--- config.mk ---
export PLATFORM = sky130hd
export DESIGN_NAME = mpwm_top
export DESIGN_NICKNAME = d
export VERILOG_FILES = /design/src/rtl/mpwm_pkg.sv /design/src/rtl/mpwm_period_ctr.sv /design/src/rtl/mpwm_chan_regs.sv /design/src/rtl/mpwm_chan_out.sv /design/src/rtl/mpwm_top.sv
export SDC_FILE = /design/constraint.sdc
export NUM_CORES = 1
export LEC_CHECK = 0
export ABC_AREA = 1
export BUFFER_PORTS_ARGS = -buffer_cell sky130_fd_sc_hd__buf_2
export CORE_MARGIN = 3
export CORE_UTILIZATION = 55
export DETAILED_ROUTE_END_ITERATION = 8
export MAX_ROUTING_LAYER = met4
export PLACE_DENSITY = 0.75
export SKIP_LAST_GASP = 1
export SYNTH_ARGS = -nofsm -noshare
export SYNTH_HDL_FRONTEND = slang
export SYNTH_SLANG_ARGS = --single-unit
--- constraint.sdc ---
create_clock -name clk -period 4.5 [get_ports clk]
set_input_delay 0.9 -clock clk [delete_from_list [all_inputs] [get_ports clk]]
set_output_delay 0.9 -clock clk [all_outputs]
set_load 0.005 [all_outputs]
--- src/rtl/mpwm_pkg.sv ---
`timescale 1ns/1ps
package mpwm_pkg;
  typedef enum logic [2:0] {
    KIND_TOP   = 3'd0,
    KIND_RISE  = 3'd1,
    KIND_FALL  = 3'd2,
    KIND_SYNC  = 3'd3,
    KIND_LRIP  = 3'd4
  } reg_kind_e;
endpackage

--- src/rtl/mpwm_period_ctr.sv ---
`timescale 1ns/1ps
module mpwm_period_ctr #(
  parameter int CW = 8
) (
  input  logic          clk,
  input  logic          rst_n,
  input  logic [CW-1:0] top,
  output logic [CW-1:0] cnt,
  output logic          wrap
);
  // A lowered top value mid-period also ends the period at once.
  assign wrap = (cnt >= top);

  always_ff @(posedge clk) begin
    if (!rst_n)    cnt <= '0;
    else if (wrap) cnt <= '0;
    else           cnt <= cnt + 1'b1;
  end
endmodule

--- src/rtl/mpwm_chan_regs.sv ---
`timescale 1ns/1ps
module mpwm_chan_regs #(
  parameter int CW         = 8,
  parameter bit HAS_SHADOW = 1'b1
) (
  input  logic          clk,
  input  logic          rst_n,
  input  logic          wrap,
  input  logic          sync_en,
  input  logic          wr_rise,
  input  logic          wr_fall,
  input  logic [CW-1:0] wr_val,
  output logic [CW-1:0] act_rise,
  output logic [CW-1:0] act_fall
);
  generate
    if (HAS_SHADOW) begin : g_shadow
      logic [CW-1:0] stg_rise, stg_fall;
      logic          load_now;
      assign load_now = sync_en && wrap;

      always_ff @(posedge clk) begin
        if (!rst_n) begin
          stg_rise <= '0;
          stg_fall <= '0;
        end else begin
          if (wr_rise) stg_rise <= wr_val;
          if (wr_fall) stg_fall <= wr_val;
        end
      end

      always_ff @(posedge clk) begin
        if (!rst_n) begin
          act_rise <= '0;
          act_fall <= '0;
        end else if (load_now) begin
          act_rise <= stg_rise;
          act_fall <= stg_fall;
        end else if (!sync_en) begin
          if (wr_rise) act_rise <= wr_val;
          if (wr_fall) act_fall <= wr_val;
        end
      end
    end else begin : g_direct
      logic unused_mode;
      assign unused_mode = wrap ^ sync_en;

      always_ff @(posedge clk) begin
        if (!rst_n) begin
          act_rise <= '0;
          act_fall <= '0;
        end else begin
          if (wr_rise) act_rise <= wr_val;
          if (wr_fall) act_fall <= wr_val;
        end
      end
    end
  endgenerate
endmodule

--- src/rtl/mpwm_chan_out.sv ---
`timescale 1ns/1ps
module mpwm_chan_out #(
  parameter int CW = 8
) (
  input  logic          clk,
  input  logic          rst_n,
  input  logic [CW-1:0] cnt,
  input  logic [CW-1:0] top,
  input  logic [CW-1:0] act_rise,
  input  logic [CW-1:0] act_fall,
  input  logic          lowrip,
  output logic          out
);
  localparam int AW = CW + 1;

  function automatic logic in_window(input logic [CW-1:0] c,
                                     input logic [CW-1:0] r,
                                     input logic [CW-1:0] f);
    return (c >= r) && (c < f);
  endfunction

  function automatic logic [CW-1:0] duty_of(input logic [CW-1:0] r,
                                            input logic [CW-1:0] f);
    return (f > r) ? (f - r) : '0;
  endfunction

  logic [AW-1:0] acc, modulus, base, sum, acc_nxt;
  logic          level, carry;

  assign level   = in_window(cnt, act_rise, act_fall);
  assign modulus = {1'b0, top} + 1'b1;
  assign base    = (acc >= modulus) ? '0 : acc;
  assign sum     = base + {1'b0, duty_of(act_rise, act_fall)};
  assign carry   = (sum >= modulus);
  assign acc_nxt = carry ? (sum - modulus) : sum;

  always_ff @(posedge clk) begin
    if (!rst_n) begin
      acc <= '0;
      out <= 1'b0;
    end else begin
      acc <= acc_nxt;
      out <= lowrip ? carry : level;
    end
  end
endmodule

--- src/rtl/mpwm_top.sv ---
`timescale 1ns/1ps
module mpwm_top #(
  parameter int             NCH         = 4,
  parameter int             CW          = 8,
  parameter logic [NCH-1:0] SHADOW_MASK = {NCH{1'b1}},
  localparam int            CHW         = (NCH > 1) ? $clog2(NCH) : 1,
  localparam int            DW          = (CW > NCH) ? CW : NCH
) (
  input  logic           clk,
  input  logic           rst_n,
  input  logic           wr_en,
  input  logic [2:0]     wr_kind,
  input  logic [CHW-1:0] wr_ch,
  input  logic [DW-1:0]  wr_data,
  output logic [NCH-1:0] pwm_out
);
  import mpwm_pkg::*;

  logic [CW-1:0]           top_q;
  logic [NCH-1:0]          sync_q, lrip_q, sync_eff;
  logic [CW-1:0]           cnt;
  logic                    wrap;
  logic [NCH-1:0][CW-1:0]  act_rise, act_fall;
  logic                    wr_rise_any, wr_fall_any;

  assign wr_rise_any = wr_en && (wr_kind == KIND_RISE);
  assign wr_fall_any = wr_en && (wr_kind == KIND_FALL);
  assign sync_eff    = sync_q & SHADOW_MASK;

  always_ff @(posedge clk) begin
    if (!rst_n) begin
      top_q  <= '0;
      sync_q <= '0;
      lrip_q <= '0;
    end else if (wr_en) begin
      case (wr_kind)
        KIND_TOP:  top_q  <= wr_data[CW-1:0];
        KIND_SYNC: sync_q <= wr_data[NCH-1:0];
        KIND_LRIP: lrip_q <= wr_data[NCH-1:0];
        default:   ;
      endcase
    end
  end

  mpwm_period_ctr #(.CW(CW)) u_ctr (
    .clk(clk), .rst_n(rst_n), .top(top_q), .cnt(cnt), .wrap(wrap)
  );

  generate
    for (genvar i = 0; i < NCH; i++) begin : g_ch
      logic hit;
      assign hit = (wr_ch == CHW'(i));

      mpwm_chan_regs #(.CW(CW), .HAS_SHADOW(SHADOW_MASK[i])) u_regs (
        .clk(clk), .rst_n(rst_n), .wrap(wrap), .sync_en(sync_eff[i]),
        .wr_rise(wr_rise_any && hit), .wr_fall(wr_fall_any && hit),
        .wr_val(wr_data[CW-1:0]),
        .act_rise(act_rise[i]), .act_fall(act_fall[i])
      );

      mpwm_chan_out #(.CW(CW)) u_out (
        .clk(clk), .rst_n(rst_n), .cnt(cnt), .top(top_q),
        .act_rise(act_rise[i]), .act_fall(act_fall[i]),
        .lowrip(lrip_q[i]), .out(pwm_out[i])
      );
    end
  endgenerate
endmodule

==> metrics.txt, run 1 <==
Synth Area in XOR/XNOR 0.0317; placed insts 2693; grt ovf 0; minimum clock period 4940 ps; clock slew at the register clock pins of the worst setup and hold paths 80 ps; largest net degree at the start of global routing 98; post-route ant nets 0; switching power 4.59 mW; Worst Max-Slew Pin Slew 1080 ps; CTS Hold Bufs 0; CP max-delay cell dfxtp_2; Die ar. 29000 um^2; HP Class reg2reg; 1st-iter DRT viols 1640; area grow syn2layout 29.8%; TritonCTS clock tree yes; drt first pass iters 6; first-pass GRT wire length 73100 um; R2R cell count 35; Yosys reg bits 192; core area 26300 um^2; Synth Flop Type dfxtp_1; DR WL/cell 18.0 um; mux contribution to synthesized area 0; DRC violations left 0; layout cell share with drive strength beyond 1 0.243; Power Total 10.0 mW; leakage 8.72 nW; post-route insts no fill 2814; MaxCap Viol Count 0; clock power share 0.164; Flop pwr share 0.200; register area 3850 um^2; Multi-input gate area 11000 um^2; row cnt 59; Synth cell types 48; Layout Utilization 0.732; largest family of logic cells by synthesized area simple AND/OR/NAND/NOR gates; vias in the first global route 15000; Cells after Synth 2232; Gate power share 0.637; Adder-Cell Fraction of Synth Area 0.173; Max Slew Vio Count 0; dpl hpwl 31500 um; Req. time, crit path 4880 ps; Synth Area in Compound Gates 0.147; clk root buf clkbuf_16; Crit Reg-Reg Endpoint g_ch[1].u_out.acc[4]; FFs w/ async S/R, synth 0; final hold slack 464 ps; Worst slew margin 0.277; port buffer count 19; Seq/Total Area, Yosys 0.259; Vias/cell 5.83; GR Util All Layers 0.319; unrepaired setup endpoints after global routing yes; Finish-stage setup viols 40; CP Launch Type register; DIE HEIGHT 170 um; design internal power 5.43 mW; Ys Warns 0; FF-to-FF setup slack -440 ps; clock buffer depth 2; Antenna Cells 0; Clk Latency, worst-skew pair 450 ps; pwr/cell area 521 nW/um^2; routability congestion estimate 0.938; Worst Setup SP top_q[1]; Worst Setup End Kind register; starting density of the core 0.564; Die Span X 170 um; Worst Path Max Fanout 8; cts bufs inserted 17; simple-gate portion of the synthesized area 0.288; Fill cells 1893; failing checks negative setup slack; synthesized area per cell 6.64 um^2; fin worst setup slack -439 ps; Sw Share 0.458; critical path arrival 5320 ps; CP peak stage delay 360 ps; Reg2Reg Launch Point top_q[1]; critical path class reg2reg; initial antenna violation count 0; clock sink count 192; fmax 202 MHz; fin crit share 1.10; outcome complete, but fails checks; H-tree Lvls 4; capture point of the critical path g_ch[1].u_out.acc[4]; final wirelength 50700 um; Fin. Hold Viols 0; Worst Skew 13.7 ps; EDFF count, synth 0; critical path's most frequent cell nand2_1; mapped cell area 14800 um^2; Post-Syn Nets 2446; via count 16400; Final nets 2680; worst vdd ir 0.370 mV; I/O Pins 20
[power by group through the flow]
stage	clock network [mW]	registers (mW)	logic [mW]
after floorplan	0	1.95	2.93
after global routing	1.71	2.00	6.87
after detailed placement	0	2.00	4.14
after CTS	1.63	1.97	4.95
final	1.64	2.00	6.38
after global placement	0	2.00	4.05
[cell usage in the layout, fill, tap and decap left out, types with 7 or more instances in the layout]
| cell | instances |
|---|---|
| a21oi_1 | 155 |
| a21oi_2 | 24 |
| a31oi_1 | 50 |
| buf_2 | 19 |
| buf_4 | 210 |
| buf_6 | 29 |
| clkbuf_16 | 19 |
| dfxtp_1 | 183 |
| dfxtp_2 | 9 |
| fa_2 | 8 |
| ha_1 | 145 |
| ha_4 | 37 |
| inv_1 | 303 |
| inv_2 | 23 |
| nand2_1 | 495 |
| nand2_2 | 54 |
| nand2_4 | 14 |
| nand3_1 | 100 |
| nand3_2 | 30 |
| nand4_1 | 23 |
| nor2_1 | 214 |
| nor2_2 | 25 |
| nor2_4 | 21 |
| nor3b_1 | 8 |
| o21ai_0 | 93 |
| o21ai_1 | 16 |
| o21bai_1 | 8 |
| o22ai_1 | 7 |
| xnor2_1 | 14 |
| xor2_1 | 26 |
| xor2_2 | 7 |
[Yosys cell counts (6+ instances only)]
master      n  share of area
a21boi_0    7         0.0035
a21oi_1   180          0.061
a31oi_1    54          0.023
clkbuf_1   41          0.010
dfxtp_1   192           0.26
fa_1       12          0.016
ha_1      186           0.16
inv_1     327          0.083
nand2_1   543           0.14
nand2_2    16         0.0068
nand3_1   125          0.042
nand3_2     6         0.0041
nand3b_1    6         0.0030
nand4_1    23         0.0097
nor2_1    251          0.064
nor3b_1    13         0.0066
o21ai_0   105          0.035
o21ai_1    10         0.0034
o21bai_1   13         0.0066
o22ai_1     7         0.0030
xnor2_1    16         0.0095
xor2_1     34          0.020
[cell families after synthesis]
kind of cell / after synthesis
flops: 192
compound gates: 396
xor+xnor: 52
simple gates: 1007
buf+inv: 387
fa+ha+maj: 198
[worst min-delay path by stage]
| stage | startpoint | to | slack, ps | depth (start not counted) |
|---|---|---|---|---|
| 6_report | g_ch[2].u_regs.g_shadow.stg_rise[7] | g_ch[2].u_regs.g_shadow.stg_rise[7] | 460 | 2 |
| 5_1_grt | g_ch[1].u_regs.g_shadow.stg_rise[2] | g_ch[1].u_regs.g_shadow.stg_rise[2] | 480 | 2 |
| 4_1_cts | g_ch[0].u_regs.g_shadow.stg_rise[2] | g_ch[0].u_regs.g_shadow.stg_rise[2] | 460 | 2 |
| 3_5_place_dp | g_ch[0].u_regs.g_shadow.stg_rise[2] | g_ch[0].u_regs.g_shadow.stg_rise[2] | 450 | 2 |
| 3_3_place_gp | g_ch[0].u_regs.g_shadow.stg_rise[4] | g_ch[0].u_regs.g_shadow.stg_rise[4] | 440 | 2 |
| 2_1_floorplan | g_ch[0].u_regs.g_shadow.stg_rise[2] | g_ch[0].u_regs.g_shadow.stg_rise[2] | 430 | 2 |
[through the flow]
| step | area, um^2 | setup slack, ps | setup TNS, ps |
|---|---|---|---|
| finish | 19200 | -439 | -8030 |
| CTS | 18000 | -64.5 | -401 |
| global placement | 16400 | -203 | -2880 |
| global route | 19200 | -709 | -18570 |
| floorplan | 14900 | 2.94 | 0 |
| detailed placement | 16400 | -343 | -7810 |
[worst max-delay path: cells and delay by family, from the launching register on]
family	cells	cell delay, ps
buffers and inverters	4	480
flip-flops	1	360
adder cells (fa/ha/maj)	5	1250
XOR/XNOR	1	210
AO/OA/AOI/OAI	4	590
AND/OR/NAND/NOR	21	1970
[state kept, by name (all words and copies together), names as in the netlist]
signal,count
g_ch.u_regs.act_rise,32
g_ch.u_regs.act_fall,32
g_ch.u_out.out,4
g_ch.u_out.acc,36
lrip_q,4
top_q,8
u_ctr.cnt,8
g_ch.u_regs.g_shadow.stg_rise,32
sync_eff,4
g_ch.u_regs.g_shadow.stg_fall,32
[metal layers]
layer | vias to the layer above | track usage | part of all wire
li1 | 7737 | - | -
met1 | 7465 | 0.402 | 0.39
met2 | 894 | 0.514 | 0.46
met3 | 296 | 0.0416 | 0.089
met4 | 0 | 0.143 | 0.060
met5 | - | - | 0
[area by class of cell]
class | instances | share of cell area
Multi-Input combinational cell | 1656 | 0.570
Sequential cell | 192 | 0.200
Inverter | 336 | 0.0665
Clock inverter | 15 | 0.00963
Clock buffer | 17 | 0.0221
Tap cell | 335 | 0.0218
Timing Repair Buffer | 263 | 0.110
[timing repair]
| action | 4_1_cts | 5_1_grt |
|---|---|---|
| setup endpoints to repair | 40 | 40 |
| pin swaps | 103 | 148 |
| cloned | 4 | 1 |
| resized for setup | 115 | 234 |
| buffers inserted | 62 | 26 |
Power figures use the tool's default switching activity.
==> inputs of run 2 (changes only) <==
--- a/config.mk
+++ b/config.mk
@@ -12,6 +12,7 @@
 export DETAILED_ROUTE_END_ITERATION = 8
 export MAX_ROUTING_LAYER = met4
 export PLACE_DENSITY = 0.75
+export SETUP_SLACK_MARGIN = 0.02
 export SKIP_LAST_GASP = 1
 export SYNTH_ARGS = -nofsm -noshare
 export SYNTH_HDL_FRONTEND = slang
==> run 2 against run 1 <==
  * The run still ends with negative setup slack left
  * Sequential share of layout area up 0.96 points
  * Via count is 5.2% lower
  * Largest cell class unchanged
  * Cell count fell by 0.85%
  * First-iteration DRC count fell by 18%
  * Largest power group unchanged
  * Setup slack improved by 120 ps
  * Final area down 4.6%
  * Critical path depth grew 2
  * Count of clock-buffer cells in the layout up 2
==> metrics.txt, run 2 (synthesized netlist as in run 1, its figures left out) <==
Worst Path Max Fanout 8; most frequent cells in the layout nand2_1 (518), inv_1 (306), nor2_1 (233); 1st-iter DRT viols 1351; minimum clock period 4810 ps; Die Span X 170 um; unrepaired setup endpoints after global routing yes; DR WL/cell 16.4 um; core area 26300 um^2; CP max-delay cell dfxtp_2; row cnt 59; cell family with the largest share of critical-path delay buffers and inverters; Worst slew margin 0.329; cts bufs inserted 17; max reg flops 36; fmax 208 MHz; HP Class reg2reg; leakage 8.53 nW; GR Util All Layers 0.315; Worst Setup End Kind register; DRC violations left 0; Worst Max-Slew Pin Slew 1010 ps; clock slew at the register clock pins of the worst setup and hold paths 80 ps; CTS Hold Bufs 0; Final nets 2656; I/O Pins 20; via count 15500; commonest non-fill, non-tap cell in the layout nand2_1; failing checks negative setup slack; outcome complete, but fails checks; Worst Skew 16.9 ps; Hold Startpoint g_ch[2].u_regs.g_shadow.stg_rise[7]; GR Layer Usage met3 0.0425; clock buffer depth 2; Req. time, crit path 4870 ps; most used routing layer met2; critical path's most frequent cell buf_4; Crit Reg-Reg Endpoint g_ch[2].u_out.acc[1]; final wirelength 45700 um; pre-CTS WS -330 ps; Die ar. 29000 um^2; clock sink count 192; critical path arrival 5190 ps; fin worst setup slack -314 ps; vias in the first global route 14600; Fin. Hold Viols 0; final hold slack 462 ps; port buffer count 19; TritonCTS clock tree yes; fin crit share 1.07; Clk Latency, worst-skew pair 450 ps; drt first pass iters 5; MaxCap Viol Count 0; area grow syn2layout 23.7%; Buf/Inv on CP 16; R2R cell count 37; initial antenna violation count 0; first-pass GRT wire length 72300 um; CP Launch Type register; starting density of the core 0.564; grt ovf 0; Finish-stage setup viols 40; routability congestion estimate 0.946; Reg2Reg Launch Point top_q[0]; layout cell share with drive strength beyond 1 0.200; Vias/cell 5.57; dpl hpwl 31500 um; Most flops, register g_ch.u_out.acc; worst vdd ir 0.307 mV; worst hold stages 2; CP peak stage delay 340 ps; DIE HEIGHT 170 um; WHS Endpoint g_ch[2].u_regs.g_shadow.stg_rise[7]; largest net degree at the start of global routing 98; clk root buf clkbuf_16; critical path class reg2reg; post-route ant nets 0; setup tns final -5460 ps; GRT met1 Usage 0.406; FF-to-FF setup slack -310 ps; Max Slew Vio Count 0; H-tree Lvls 4; Antenna Cells 0; pwr/cell area 487 nW/um^2; met2 GRT Util 0.505
==> run 2: per-layer routing <==
metal	up-vias	routed length, um
met3	135	3040
met1	7123	19900
met4	0	1730
met2	601	21000
li1	7674	-
met5	-	0
==> run 2: cell type report <==
cell class	instances	area, um^2
clock inverter	13	166
fill	2073	7940
clock buffer	19	443
tap	335	419
sequential	192	3850
timing repair buffer	239	1820
multi-input combinational	1656	10400
inverter	336	1270
==> run 2: worst reg2reg max path, delay by kind of cell, from the launching register on <==
family          cells  cell delay [ps]
fa+ha+maj           3              760
compound gates      2              420
buf+inv            16             1870
flops               1              340
simple gates       16             1350
==> run 2: through the flow <==
step	utilization	total power, mW	instance area [um^2]	std cells
floorplan	-	4.88	14900	2232
global placement	0.621	5.97	16300	2686
detailed placement	0.621	6.07	16300	2686
CTS	0.678	8.28	17800	2773
global route	0.698	9.53	18300	2790
finish	0.698	8.94	18300	2790
==> run 2: repair_timing <==
action,in CTS,in global routing
pin swaps,78,99
resized for setup,95,104
setup buffers,54,19
endpoints found under the setup margin,40,40
gates cloned,3,0
==> run 2: worst max path at each step <==
| stage | start | end | slack, ps | cells past startpoint |
|---|---|---|---|---|
| floorplan | g_ch[2].u_regs.act_rise[0] | g_ch[2].u_out.acc[1] | 40 | 29 |
| global placement | top_q[2] | g_ch[3].u_out.out | -230 | 31 |
| detailed placement | top_q[1] | g_ch[2].u_out.acc[2] | -330 | 35 |
| CTS | top_q[0] | g_ch[2].u_out.acc[0] | -130 | 33 |
| global route | g_ch[3].u_regs.act_rise[3] | g_ch[3].u_out.acc[8] | -540 | 33 |
| finish | top_q[0] | g_ch[2].u_out.acc[1] | -310 | 37 |
==> run 2: report_power, final <==
group | internal, mW | switching (mW) | total (mW)
clock network | 0.814 | 0.783 | 1.60
logic | 2.28 | 3.08 | 5.36
registers | 1.85 | 0.132 | 1.99
total | 4.95 | 3.99 | 8.94
==> inputs of run 3 (changes only) <==
--- a/config.mk
+++ b/config.mk
@@ -7,11 +7,12 @@
 export LEC_CHECK = 0
 export ABC_AREA = 1
 export BUFFER_PORTS_ARGS = -buffer_cell sky130_fd_sc_hd__buf_2
+export CORE_ASPECT_RATIO = 1.75
 export CORE_MARGIN = 3
 export CORE_UTILIZATION = 55
 export DETAILED_ROUTE_END_ITERATION = 8
 export MAX_ROUTING_LAYER = met4
-export PLACE_DENSITY = 0.75
+export PLACE_DENSITY = 0.72
 export SETUP_SLACK_MARGIN = 0.02
 export SKIP_LAST_GASP = 1
 export SYNTH_ARGS = -nofsm -noshare
==> constraint.sdc (replaced) <==
create_clock -name clk -period 6.01 [get_ports clk]
set_input_delay 1.202 -clock clk [delete_from_list [all_inputs] [get_ports clk]]
set_output_delay 1.202 -clock clk [all_outputs]
set_load 0.005 [all_outputs]
==> run 3 against run 2 <==
  * The run now ends clean
  * Clock skew shrank 4.2 ps
  * Sequential power is 27% lower
  * Cell count fell by 8.1%
  * Setup slack improved by 750 ps
  * First-iteration DRC count fell by 43%
  * Combinational power down 48%
  * Global-route usage fell by 1.4 points
  * Largest power group unchanged
  * Highest routed layer unchanged
==> metrics.txt, run 3 (synthesized netlist as in run 1, its figures left out) <==
largest net degree at the start of global routing 98; Vias/cell 5.56; pwr/cell area 346 nW/um^2; DIE HEIGHT 223 um; setup tns final 0 ps; CP Launch Type register; Fin. Hold Viols 0; Multi-input gate area 9520 um^2; DP Area 15200 um^2; Layout Utilization 0.604; vias in the first global route 14000; fmax 179 MHz; critical path class reg2reg; unrepaired setup endpoints after global routing no; dpl hpwl 32200 um; starting density of the core 0.565; Worst Path Max Fanout 15; Clk Latency, worst-skew pair 450 ps; H-tree Lvls 4; Worst slew margin 0.300; CP peak stage delay 450 ps; row cnt 78; fin crit share 0.928; Req. time, crit path 6370 ps; outcome finished clean; cts bufs inserted 17; critical path arrival 5930 ps; post-route insts no fill 2564; layout cell share with drive strength beyond 1 0.0526; CP max-delay cell dfxtp_1; core area 26300 um^2; Gate power share 0.511; Worst Setup End Kind register; via count 14300; Sw Share 0.459; max reg flops 36; cell family with the largest share of critical-path delay simple AND/OR/NAND/NOR gates; register area 3840 um^2; TritonCTS clock tree yes; 1st-iter DRT viols 774; minimum clock period 5580 ps; placed insts 2531; Flop pwr share 0.267; clk root buf clkbuf_16; Max Slew Vio Count 0; Power Total 5.48 mW; clock buffer depth 2; clock sink count 192; FF-to-FF setup slack 430 ps; leakage 7.42 nW; Die Span X 130 um; GR Util All Layers 0.300; port buffer count 19; post-route ant nets 0; grt ovf 0; CTS Hold Bufs 0; Final nets 2445; final wirelength 41800 um; routability congestion estimate 0.977; Most flops, register g_ch.u_out.acc; Antenna Cells 0; initial antenna violation count 0; switching power 2.52 mW; Fill cells 2553; HP Class reg2reg; DRC violations left 0; design internal power 2.96 mW; most frequent cells in the layout nand2_1 (543), inv_1 (327), nor2_1 (251); Buf/Inv on CP 3; clock slew at the register clock pins of the worst setup and hold paths 80 ps; post-route cell area 15800 um^2; DR WL/cell 16.3 um; Worst Max-Slew Pin Slew 1050 ps; Finish-stage setup viols 0; first-pass GRT wire length 67600 um; MaxCap Viol Count 0; drt first pass iters 7; Worst Skew 12.7 ps; clock power share 0.222; area grow syn2layout 6.88%; worst vdd ir 0.230 mV; I/O Pins 20; commonest non-fill, non-tap cell in the layout nand2_1; critical path's most frequent cell nand2_1; Die ar. 29000 um^2
==> run 3: power groups by stage <==
stage / Clock, mW / Sequential [mW] / Combinational [mW]
after floorplan: 0 / 1.46 / 2.19
after detailed placement: 0 / 1.49 / 2.75
after CTS: 1.23 / 1.46 / 2.77
final: 1.22 / 1.46 / 2.80
after global routing: 1.28 / 1.47 / 3.16
after global placement: 0 / 1.49 / 2.68
==> run 3: per-stage QoR <==
stage | hold WS (ps) | worst slack, ps
after floorplan | 430 | 1330
after global placement | 443 | 390
after detailed placement | 449 | 330
after CTS | 460 | 315
after global routing | 486 | 8.74
final | 461 | 432
==> run 3: what timing repair did <==
action | CTS | global route
gates resized for setup | 0 | 5
setup endpoints to repair | 0 | 29
buffers inserted | 0 | 1
==> run 3: path summary, 6_finish.rpt <==
path	depth (start not counted)	endpoint	startpoint
worst min-delay path	2	g_ch[2].u_regs.g_shadow.stg_rise[4]	g_ch[2].u_regs.g_shadow.stg_rise[4]
worst min register to register	2	g_ch[2].u_regs.g_shadow.stg_rise[4]	g_ch[2].u_regs.g_shadow.stg_rise[4]
worst max-delay path	32	g_ch[1].u_out.acc[8]	top_q[0]
worst max register to register	32	g_ch[1].u_out.acc[8]	top_q[0]
==> run 3: area by class of cell <==
type	count	share of cell area
repair buffers	31	0.0125
clock inverters	14	0.0115
multi-input cells	1653	0.601
well taps	320	0.0253
clock buffers	18	0.0277
inverters	336	0.0796
flip-flops and latches	192	0.243
==> run 3: layer usage <==
metal  share of wire  track usage  routed length, um
met5               0            -                  0
met3           0.043       0.0388               1780
met2            0.51        0.525              21200
met1            0.39        0.319              16200
met4           0.063        0.169               2610
==> run 3: tightest hold or removal path: cells and delay by family, from the launching register on <==
| kind | cells | cell delay, ps |
|---|---|---|
| AO/OA/AOI/OAI | 1 | 60 |
| buffers and inverters | 1 | 60 |
| flip-flops | 1 | 300 |
